===== config.mk =====
export PLATFORM = sky130hd
export DESIGN_NAME = bitrate_gen
export DESIGN_NICKNAME = d
export VERILOG_FILES = /design/src/rtl/brg_pkg.sv /design/src/rtl/brg_regs.sv /design/src/rtl/brg_prescale.sv /design/src/rtl/brg_divider.sv /design/src/rtl/bitrate_gen.sv
export SDC_FILE = /design/constraint.sdc
export NUM_CORES = 1
export LEC_CHECK = 0
export CORE_MARGIN = 8
export CORE_UTILIZATION = 60
export CTS_CLUSTER_DIAMETER = 120
export DETAILED_ROUTE_END_ITERATION = 6
export GPL_TIMING_DRIVEN = 0
export PLACE_DENSITY = 0.78
export SYNTH_ARGS = -nofsm -noshare
export SYNTH_HDL_FRONTEND = slang
export SYNTH_SLANG_ARGS = --single-unit

===== constraint.sdc =====
create_clock -name clk_i -period 7 [get_ports clk_i]
set_clock_uncertainty 0.1 [all_clocks]
set_input_delay 1.4 -clock clk_i [delete_from_list [all_inputs] [get_ports clk_i]]
set_output_delay 1.4 -clock clk_i [all_outputs]
set_load 0.03 [all_outputs]

===== src/rtl/brg_pkg.sv =====
package brg_pkg;

   // Register select encoding on the write port
   typedef enum logic {
      SEL_CTRL  = 1'b0,   // prescaler code + divisor high bits
      SEL_DIVLO = 1'b1    // divisor low byte
   } brg_sel_e;

endpackage


===== src/rtl/brg_regs.sv =====
module brg_regs
   import brg_pkg::*;
#(
   parameter int REG_W = 8,
   parameter int PSC_W = 5,
   parameter int DIV_W = 11
) (
   input  logic             clk_i,
   input  logic             rst_ni,
   input  logic             wr_en_i,
   input  logic             wr_sel_i,
   input  logic [REG_W-1:0] wr_data_i,
   output logic [PSC_W-1:0] code_o,
   output logic [DIV_W-1:0] div_o,
   output logic             reload_o
);

   localparam int HI_W = DIV_W - REG_W;

   if (HI_W < 1)
      $error("brg_regs: DIV_W must exceed REG_W");
   if (PSC_W + HI_W != REG_W)
      $error("brg_regs: code and divisor high bits must fill one register");

   logic [PSC_W-1:0] code_q;
   logic [HI_W-1:0]  hi_q;
   logic [REG_W-1:0] lo_q;
   logic             wr_ctrl, wr_lo;

   assign wr_ctrl = wr_en_i && (brg_sel_e'(wr_sel_i) == SEL_CTRL);
   assign wr_lo   = wr_en_i && (brg_sel_e'(wr_sel_i) == SEL_DIVLO);

   // Control register: cleared by reset
   always_ff @(posedge clk_i or negedge rst_ni) begin
      if (!rst_ni) begin
         code_q <= '0;
         hi_q   <= '0;
      end else if (wr_ctrl) begin
         code_q <= wr_data_i[REG_W-1 -: PSC_W];
         hi_q   <= wr_data_i[HI_W-1:0];
      end
   end

   // Low divisor byte: deliberately without reset
   always_ff @(posedge clk_i) begin
      if (wr_lo)
         lo_q <= wr_data_i;
   end

   assign code_o   = code_q;
   assign div_o    = {hi_q, lo_q};
   assign reload_o = wr_en_i;

   p_ctrl_hold_r1: assert property (@(posedge clk_i) disable iff (!rst_ni)
      (!wr_ctrl) |=> $stable(code_q) && $stable(hi_q));

endmodule


===== src/rtl/brg_prescale.sv =====
module brg_prescale #(
   parameter int PSC_W     = 5,
   parameter bit HALF_STEP = 1'b1
) (
   input  logic             clk_i,
   input  logic             rst_ni,
   input  logic             load_i,
   input  logic [PSC_W-1:0] code_i,
   output logic             pulse_o
);

   localparam int LEN_W = PSC_W + 1;

   if (PSC_W < 2)
      $error("brg_prescale: PSC_W too small");

   logic             run;
   logic [LEN_W-1:0] cnt_q;
   logic [LEN_W-1:0] len_cur;
   logic             hit;

   assign run     = (code_i != '0);
   assign hit     = run && (cnt_q == len_cur - LEN_W'(1));
   assign pulse_o = hit;

   if (HALF_STEP) begin : g_half
      logic             phase_q;
      logic [LEN_W-1:0] len_long, len_short;

      // Average factor (n+1)/2: long then short period for even codes
      assign len_long  = (LEN_W'(code_i) + LEN_W'(2)) >> 1;
      assign len_short = (LEN_W'(code_i) + LEN_W'(1)) >> 1;
      assign len_cur   = phase_q ? len_short : len_long;

      always_ff @(posedge clk_i or negedge rst_ni) begin
         if (!rst_ni) begin
            cnt_q   <= '0;
            phase_q <= 1'b0;
         end else if (load_i || !run) begin
            cnt_q   <= '0;
            phase_q <= 1'b0;
         end else if (hit) begin
            cnt_q   <= '0;
            phase_q <= ~phase_q;
         end else begin
            cnt_q   <= cnt_q + LEN_W'(1);
         end
      end

      p_phase_flip_r6: assert property (@(posedge clk_i) disable iff (!rst_ni)
         (hit && !load_i) |=> (phase_q != $past(phase_q)));
      p_phase_restart_r6: assert property (@(posedge clk_i) disable iff (!rst_ni)
         load_i |=> !phase_q);
   end else begin : g_whole
      assign len_cur = LEN_W'(code_i);

      always_ff @(posedge clk_i or negedge rst_ni) begin
         if (!rst_ni)
            cnt_q <= '0;
         else if (load_i || !run || hit)
            cnt_q <= '0;
         else
            cnt_q <= cnt_q + LEN_W'(1);
      end
   end

   p_cnt_range_r5: assert property (@(posedge clk_i) disable iff (!rst_ni)
      (run && !load_i) |-> (cnt_q < len_cur));
   p_restart_r9: assert property (@(posedge clk_i) disable iff (!rst_ni)
      load_i |=> (cnt_q == '0));

endmodule


===== src/rtl/brg_divider.sv =====
module brg_divider #(
   parameter int DIV_W = 11
) (
   input  logic             clk_i,
   input  logic             rst_ni,
   input  logic             load_i,
   input  logic             step_i,
   input  logic [DIV_W-1:0] limit_i,
   output logic             tick_o
);

   if (DIV_W < 1)
      $error("brg_divider: DIV_W must be positive");

   logic [DIV_W-1:0] cnt_q;
   logic             tick_q;
   logic             wrap;

   assign wrap = (cnt_q == limit_i);

   always_ff @(posedge clk_i or negedge rst_ni) begin
      if (!rst_ni) begin
         cnt_q  <= '0;
         tick_q <= 1'b0;
      end else if (load_i) begin
         cnt_q  <= '0;
         tick_q <= 1'b0;
      end else begin
         tick_q <= step_i && wrap;
         if (step_i)
            cnt_q <= wrap ? '0 : cnt_q + DIV_W'(1);
      end
   end

   assign tick_o = tick_q;

   p_cnt_bound_r7: assert property (@(posedge clk_i) disable iff (!rst_ni)
      step_i |-> (cnt_q <= limit_i));
   p_one_wide_r8: assert property (@(posedge clk_i) disable iff (!rst_ni)
      (tick_q && limit_i != '0) |=> !tick_q);

endmodule


===== src/rtl/bitrate_gen.sv =====
module bitrate_gen #(
   parameter int REG_W     = 8,
   parameter int PSC_W     = 5,
   parameter int DIV_W     = 11,
   parameter bit HALF_STEP = 1'b1
) (
   input  logic             clk_i,
   input  logic             rst_ni,
   input  logic             wr_en_i,
   input  logic             wr_sel_i,
   input  logic [REG_W-1:0] wr_data_i,
   output logic             tick_o
);

   logic [PSC_W-1:0] code;
   logic [DIV_W-1:0] div;
   logic             reload;
   logic             psc_pulse;

   brg_regs #(
      .REG_W (REG_W),
      .PSC_W (PSC_W),
      .DIV_W (DIV_W)
   ) u_regs (
      .clk_i     (clk_i),
      .rst_ni    (rst_ni),
      .wr_en_i   (wr_en_i),
      .wr_sel_i  (wr_sel_i),
      .wr_data_i (wr_data_i),
      .code_o    (code),
      .div_o     (div),
      .reload_o  (reload)
   );

   brg_prescale #(
      .PSC_W     (PSC_W),
      .HALF_STEP (HALF_STEP)
   ) u_psc (
      .clk_i   (clk_i),
      .rst_ni  (rst_ni),
      .load_i  (reload),
      .code_i  (code),
      .pulse_o (psc_pulse)
   );

   brg_divider #(
      .DIV_W (DIV_W)
   ) u_div (
      .clk_i   (clk_i),
      .rst_ni  (rst_ni),
      .load_i  (reload),
      .step_i  (psc_pulse),
      .limit_i (div),
      .tick_o  (tick_o)
   );

   p_off_quiet_r4: assert property (@(posedge clk_i) disable iff (!rst_ni)
      (code == '0) |=> !tick_o);
   p_write_clears_r9: assert property (@(posedge clk_i) disable iff (!rst_ni)
      wr_en_i |=> !tick_o);
   p_tick_needs_pulse_r7: assert property (@(posedge clk_i) disable iff (!rst_ni)
      (!psc_pulse) |=> !tick_o);

endmodule


; Word level (Yosys, flattened, before mapping)
; Cells that the tools add are included.
[totals]
regBits = 35
in_bits = 12
output_inout_bits = 1
word_cells = 34
[classes]
add_sub_neg = 5
n_bitwise = 2
eq_ne = 2
n_mux = 9
reduce_logical = 9
[op_table]
columns = op, count
row1 = $mux W11, 3
row2 = $mux W6, 2
row3 = $add A11 B1 Y11 const B, 1
row4 = $eq A11 B11 Y1, 1
row5 = $add A5 B1 Y6 const B, 1
row6 = $add A5 B2 Y6 const B, 1
row7 = $add A6 B1 Y6 const B, 1
row8 = $eq A6 B6 Y1, 1
row9 = $sub A5 B1 Y6 const B, 1
row10 = $mux W5, 1
row11 = $reduce_bool A5 Y1, 1
row12 = $logic_and A1 B1 Y1, 4
row13 = $reduce_bool A2 Y1, 2
row14 = $mux W1, 3
row15 = $not A1 Y1, 2
row16 = $logic_not A1 Y1, 1
row17 = $logic_or A1 B1 Y1, 1

; Longest topological paths before layout
[depth]
depth_word = 7
ltp_mapped = 12

; By module
; A second synthesis with hierarchy kept.
[hier_totals]
cells_unflattened = 203
hier_area_um2 = 2120.8
[by_module_without_submodules]
columns = mod, area_each_um2, seq_area_each_um2, n_inst, cells_per_inst
row1 = brg_divider, 819.5, 300.3, 1, 93
row2 = brg_prescale, 700.7, 175.2, 1, 82
row3 = brg_regs, 600.6, 440.4, 1, 28

; Least setup slack after synthesis
; OpenSTA, ideal clock, no wires.
[synth_timing]
kind = reg2reg
start = register u_regs.code_q[1] (netlist: u_regs.code_o[1])
end = register u_div.cnt_q[2]
period_less_slack_ns = 2.949
path_buffers = 1
stages_incl_launch_ff = 12
arrival_time_ns = 2.715
setup_slack_ns = 4.051
path_cell_list = dfrtp_1 inv_1 ha_1 nand2b_1 nand2_1 ha_1 xnor3_1 a2111oi_2 nand3_1 clkbuf_1 o311ai_4 o41ai_2
[synth_between]
elab_chain_cells = 6
word_cells_on_any_way = 8
classes_between = 3 x add/sub / 1 x eq/ne / 1 x mux / 3 x reduce/logical
[synth_lines]
columns = item, line_no
row1 = from (decl), brg_regs.sv:25  ; logic [PSC_W-1:0] code_q;
row2 = from (signal assigned), brg_regs.sv:39  ; code_q <= wr_data_i[REG_W-1 -: PSC_W];
row3 = $add A5 B2 Y6 or $add A5 B1 Y6 (tied branches), "brg_prescale.sv:31, brg_prescale.sv:32"
row4 = $mux W5, brg_prescale.sv:33  ; assign len_cur = phase_q ? len_short : len_long;
row5 = $sub A5 B1 Y6, brg_prescale.sv:23  ; assign hit = run && (cnt_q == len_cur - LEN_W'(1));
row6 = $eq A6 B6 Y1, brg_prescale.sv:23
row7 = $logic_and A1 B1 Y1 *, brg_prescale.sv:23
row8 = $reduce_bool A2 Y1 (no source line) *, --
row9 = to (signal assigned), brg_divider.sv:31  ; cnt_q <= wrap ? '0 : cnt_q + DIV_W'(1);
row10 = to (decl), brg_divider.sv:15  ; logic [DIV_W-1:0] cnt_q;
; Every way passes the cells marked *; elsewhere a longest branch is shown, timed or not.
; A chain may end at the register's enable or synchronous reset.

; Final worst setup path
[layout_timing]
start = register u_regs.code_q[1] (netlist: u_regs.code_o[1])
end = register u_div.cnt_q[8]
; The elaborated chain is that of the path after synthesis.

==> results.tsv <==
stage	metric	value	unit
placement	Final GP Congestion	0.861	
die	I/O pins	13	
logic_synthesis	Yosys top cell area share	30.5	%
route	initial DRC count	138	
layout	layout cell share with drive strength beyond 1	10.4	%
power_and_ir_drop	Net Sw Power	237	uW
sta	setup_tns	0	ns
logic_synthesis	asr flop ratio synth	77.1	%
power_and_ir_drop	Switching Fraction	37.0	%
logic_synthesis	Post-Synthesis Cell Area	2220	um^2
worst_setup_path	Worst R2R Path Depth	11	
die	core area	3610	um^2
cts	clock sink count	35	
logic_synthesis	most common cell in the netlist	dfrtp_1	
sta	Slew Limit Fails	0	
sta	Fmax	296	MHz
route	DRC viols	0	
worst_setup_path	kind of cell adding the most delay to the critical path	compound AO/OA/AOI/OAI gates	
global_routing	pin count of the biggest net entering global routing	28	
worst_setup_path	CP Cell Sequence	inv_1, ha_1, nand2b_1, nand2_1, ha_1, xnor3_1, a2111oi_2, nand3_1, clkbuf_1, o31ai_1, a21oi_1	
power_and_ir_drop	P_leak	1.03	nW
worst_setup_path	CP max FO	10	
cts	H-tree depth	2	
logic_synthesis	top cells by count, synth	dfrtp_1 (27), nor2_1 (20), xor2_1 (16)	
cts	PostCTS Resize Cnt	0	
power_and_ir_drop	Pint	402	uW
sta	fin crit share	48.2	%
layout	final net count	266	
route	WL per Instance	16.0	um
cts	setup bufs post-CTS	0	
logic_synthesis	synth top area cells	dfrtp_1 (30%), edfxtp_1 (11%), xor2_1 (6.3%)	
worst_hold_path	Hold Path Class	flop to flop	
run	max cap viols	0	
die	Die X	76.8	um
logic_synthesis	Mean Syn Cell Area	9.68	um^2
route	routed vias	1761	
sta	final hold vios	0	
worst_setup_path	cell depth of the worst setup path	11	
cts	Clock Tree Root	clkbuf_8	
power_and_ir_drop	Comb power frac	38.8	%
logic_synthesis	synthesized flop and latch total	35	
route	final WL	4.76	mm
cts	CTS tree	yes	
logic_synthesis	post-synthesis sequential area ratio	41.3	%
sta	Least-Margin Pin Slew	0.618	ns
layout	synthesis-to-finish area growth	11.5	%
global_routing	initial antenna violation count	0	
worst_hold_path	worst hold path stage count	1	
logic_synthesis	Synth Net Count	247	
logic_synthesis	cell taking the most area after synthesis	dfrtp_1	
die	Site Rows	22	
logic_synthesis	synth warn	0	
power_and_ir_drop	Design Power	639	uW
die	Initial Utilization	61.5	%
worst_setup_path	Critical Path RT	7.06	ns
placement	Placed Area	2400	um^2
worst_setup_path	CP Capture Type	flop	
cts	Worst-Skew Late Latency	0.29	ns
die	DIE AREA	5900	um^2
cts	CTS buffer count	5	
cts	CTS Hold Bufs	0	
layout	Design Area, Final	2470	um^2
power_and_ir_drop	Max VDD drop	0.150	mV
sta	fin crit period	3.37	ns
power_and_ir_drop	power density over the cells	259	nW/um^2
layout	diodes inserted	0	
worst_setup_path	CP peak stage delay	0.45	ns
route	Via density	5.93	
power_and_ir_drop	Seq pwr share	39.7	%
run_status	status	finished clean	
logic_synthesis	Netlist cell types	47	
route	first drt pass iteration count	4	
global_routing	first-pass GRT wire length	8.26	mm
sta	WHS	0.436	ns
global_routing	overall global routing resource usage	17.2	%
logic_synthesis	ys flop type	dfrtp_1	
sta	Slew HR	58.8	%
worst_setup_path	Crit Path Class	flop to flop	
cts	clock buffer depth	2	
worst_setup_path	crit path buf inv count	2	
sta	final setup fails	0	
worst_setup_path	startpoint types	flop	
logic_synthesis	Synth Instances	229	
worst_setup_path	Crit path top cell by count	ha_1	
worst_setup_path	CP arrival	3.44	ns
power_and_ir_drop	clock share of power	21.5	%
global_routing	vias in the first global route	1759	
placement	Post-DP HPWL	3.54	mm
placement	IO Port Bufs	12	
worst_setup_path	Slowest-stage cell, CP	xnor3_1	
route	number of nets with antenna violations after routing	0	
cts	clock slew at reported path FFs	0.07	ns
die	die span in y	76.8	um
global_routing	grt ovf	0	
logic_synthesis	number of synthesized flops with an enable pin	8	
sta	unrepaired setup endpoints after global routing	no	
-- worst register-to-register path, cell delays in order, from the launching register on --
cell and delay (ns):
dfrtp_1 0.42, inv_1 0.08, ha_1 0.28, nand2b_1 0.17, nand2_1 0.11, ha_1 0.29, xnor3_1 0.45, a2111oi_2 0.40
nand3_1 0.17, clkbuf_1 0.31, o31ai_1 0.37, a21oi_1 0.10
-- per-stage QoR --
step	utilization [%]	cells	worst slack (ns)
6_report	68.6	297	3.63
4_1_cts	68.7	297	3.68
2_1_floorplan	-	229	4.05
3_5_place_dp	66.5	289	3.64
5_1_grt	68.6	297	3.34
3_3_place_gp	66.5	289	3.70
-- registers in the layout, indices dropped and copies added, names as in the netlist --
register              count
u_div.cnt_q              11
u_div.tick_o              1
u_psc.cnt_q               6
u_psc.g_half.phase_q      1
u_regs.code_o             5
u_regs.hi_q               3
u_regs.lo_q               8
-- path summary, 6_finish.rpt --
check                                        startpoint                          to  slack (ns)
min reg2reg                    u_psc.cnt_q[0]$_DFF_PN0_    u_psc.cnt_q[0]$_DFF_PN0_        0.44
min                            u_psc.cnt_q[0]$_DFF_PN0_    u_psc.cnt_q[0]$_DFF_PN0_        0.44
min in group asynchronous                        rst_ni  u_div.cnt_q[0]$_DFFE_PN0P_        1.02
max in group asynchronous                        rst_ni      u_div.tick_o$_DFF_PN0_        5.37
max                        u_regs.code_o[1]$_DFFE_PN0P_  u_div.cnt_q[8]$_DFFE_PN0P_        3.63
max reg2reg                u_regs.code_o[1]$_DFFE_PN0P_  u_div.cnt_q[8]$_DFFE_PN0P_        3.63
-- power by group through the flow --
stage / registers, mW / logic, mW / clock network [mW]
after floorplan: 0.250 / 0.192 / 0
after global placement: 0.257 / 0.242 / 0
after detailed placement: 0.258 / 0.246 / 0
after CTS: 0.254 / 0.247 / 0.138
after global routing: 0.257 / 0.274 / 0.148
final: 0.254 / 0.248 / 0.137
-- kinds of logic (layout without fill, tap and decap cells) --
family          count (synthesis)  count (layout)  synth area share (%)
simple gates                   92              92                  21.9
compound gates                 45              45                  15.3
fa+ha+maj                       6               6                  3.39
xor+xnor                       20              20                  8.52
mux                            10              10                  4.91
flops                          35              35                  41.3
buf+inv                        21              41                  4.63
-- cell usage in the layout, fill, tap and decap left out, types with 3 or more instances in the layout --
master and instances:
xor2_1 16, nor4_1 3, clkbuf_8 5, o31ai_1 9, nand4_1 10, nand2b_1 5, nand3_1 11, and3_1 4
clkdlybuf4s50_1 11, ha_1 6, xnor2_1 3, clkbuf_1 8, o21ai_0 7, and2_1 11, dfrtp_1 27, edfxtp_1 8
nor3_1 3, a21oi_1 11, nor2_1 20, nand2_1 14, mux2_2 7, inv_1 9, mux2i_1 3
-- final cells by class --
type | count | area (um^2)
tap | 48 | 60.1
inverter | 9 | 33.8
multi-input combinational | 173 | 1200
timing repair buffer | 12 | 115
clock buffer | 6 | 72.6
sequential | 35 | 916
clock inverter | 2 | 7.51
fill | 290 | 1130
buffer | 12 | 68.8
-- metal layers --
layer / vias to the layer above / share of wire (%) / GRT usage (%)
met1: 834 / 45 / 21.6
met5: - / 0 / 0
met4: 0 / 1.2 / 6.15
met3: 5 / 6.4 / 5.24
met2: 54 / 48 / 27.2
li1: 868 / - / -
Note: power is estimated with default switching activity, not from simulation.
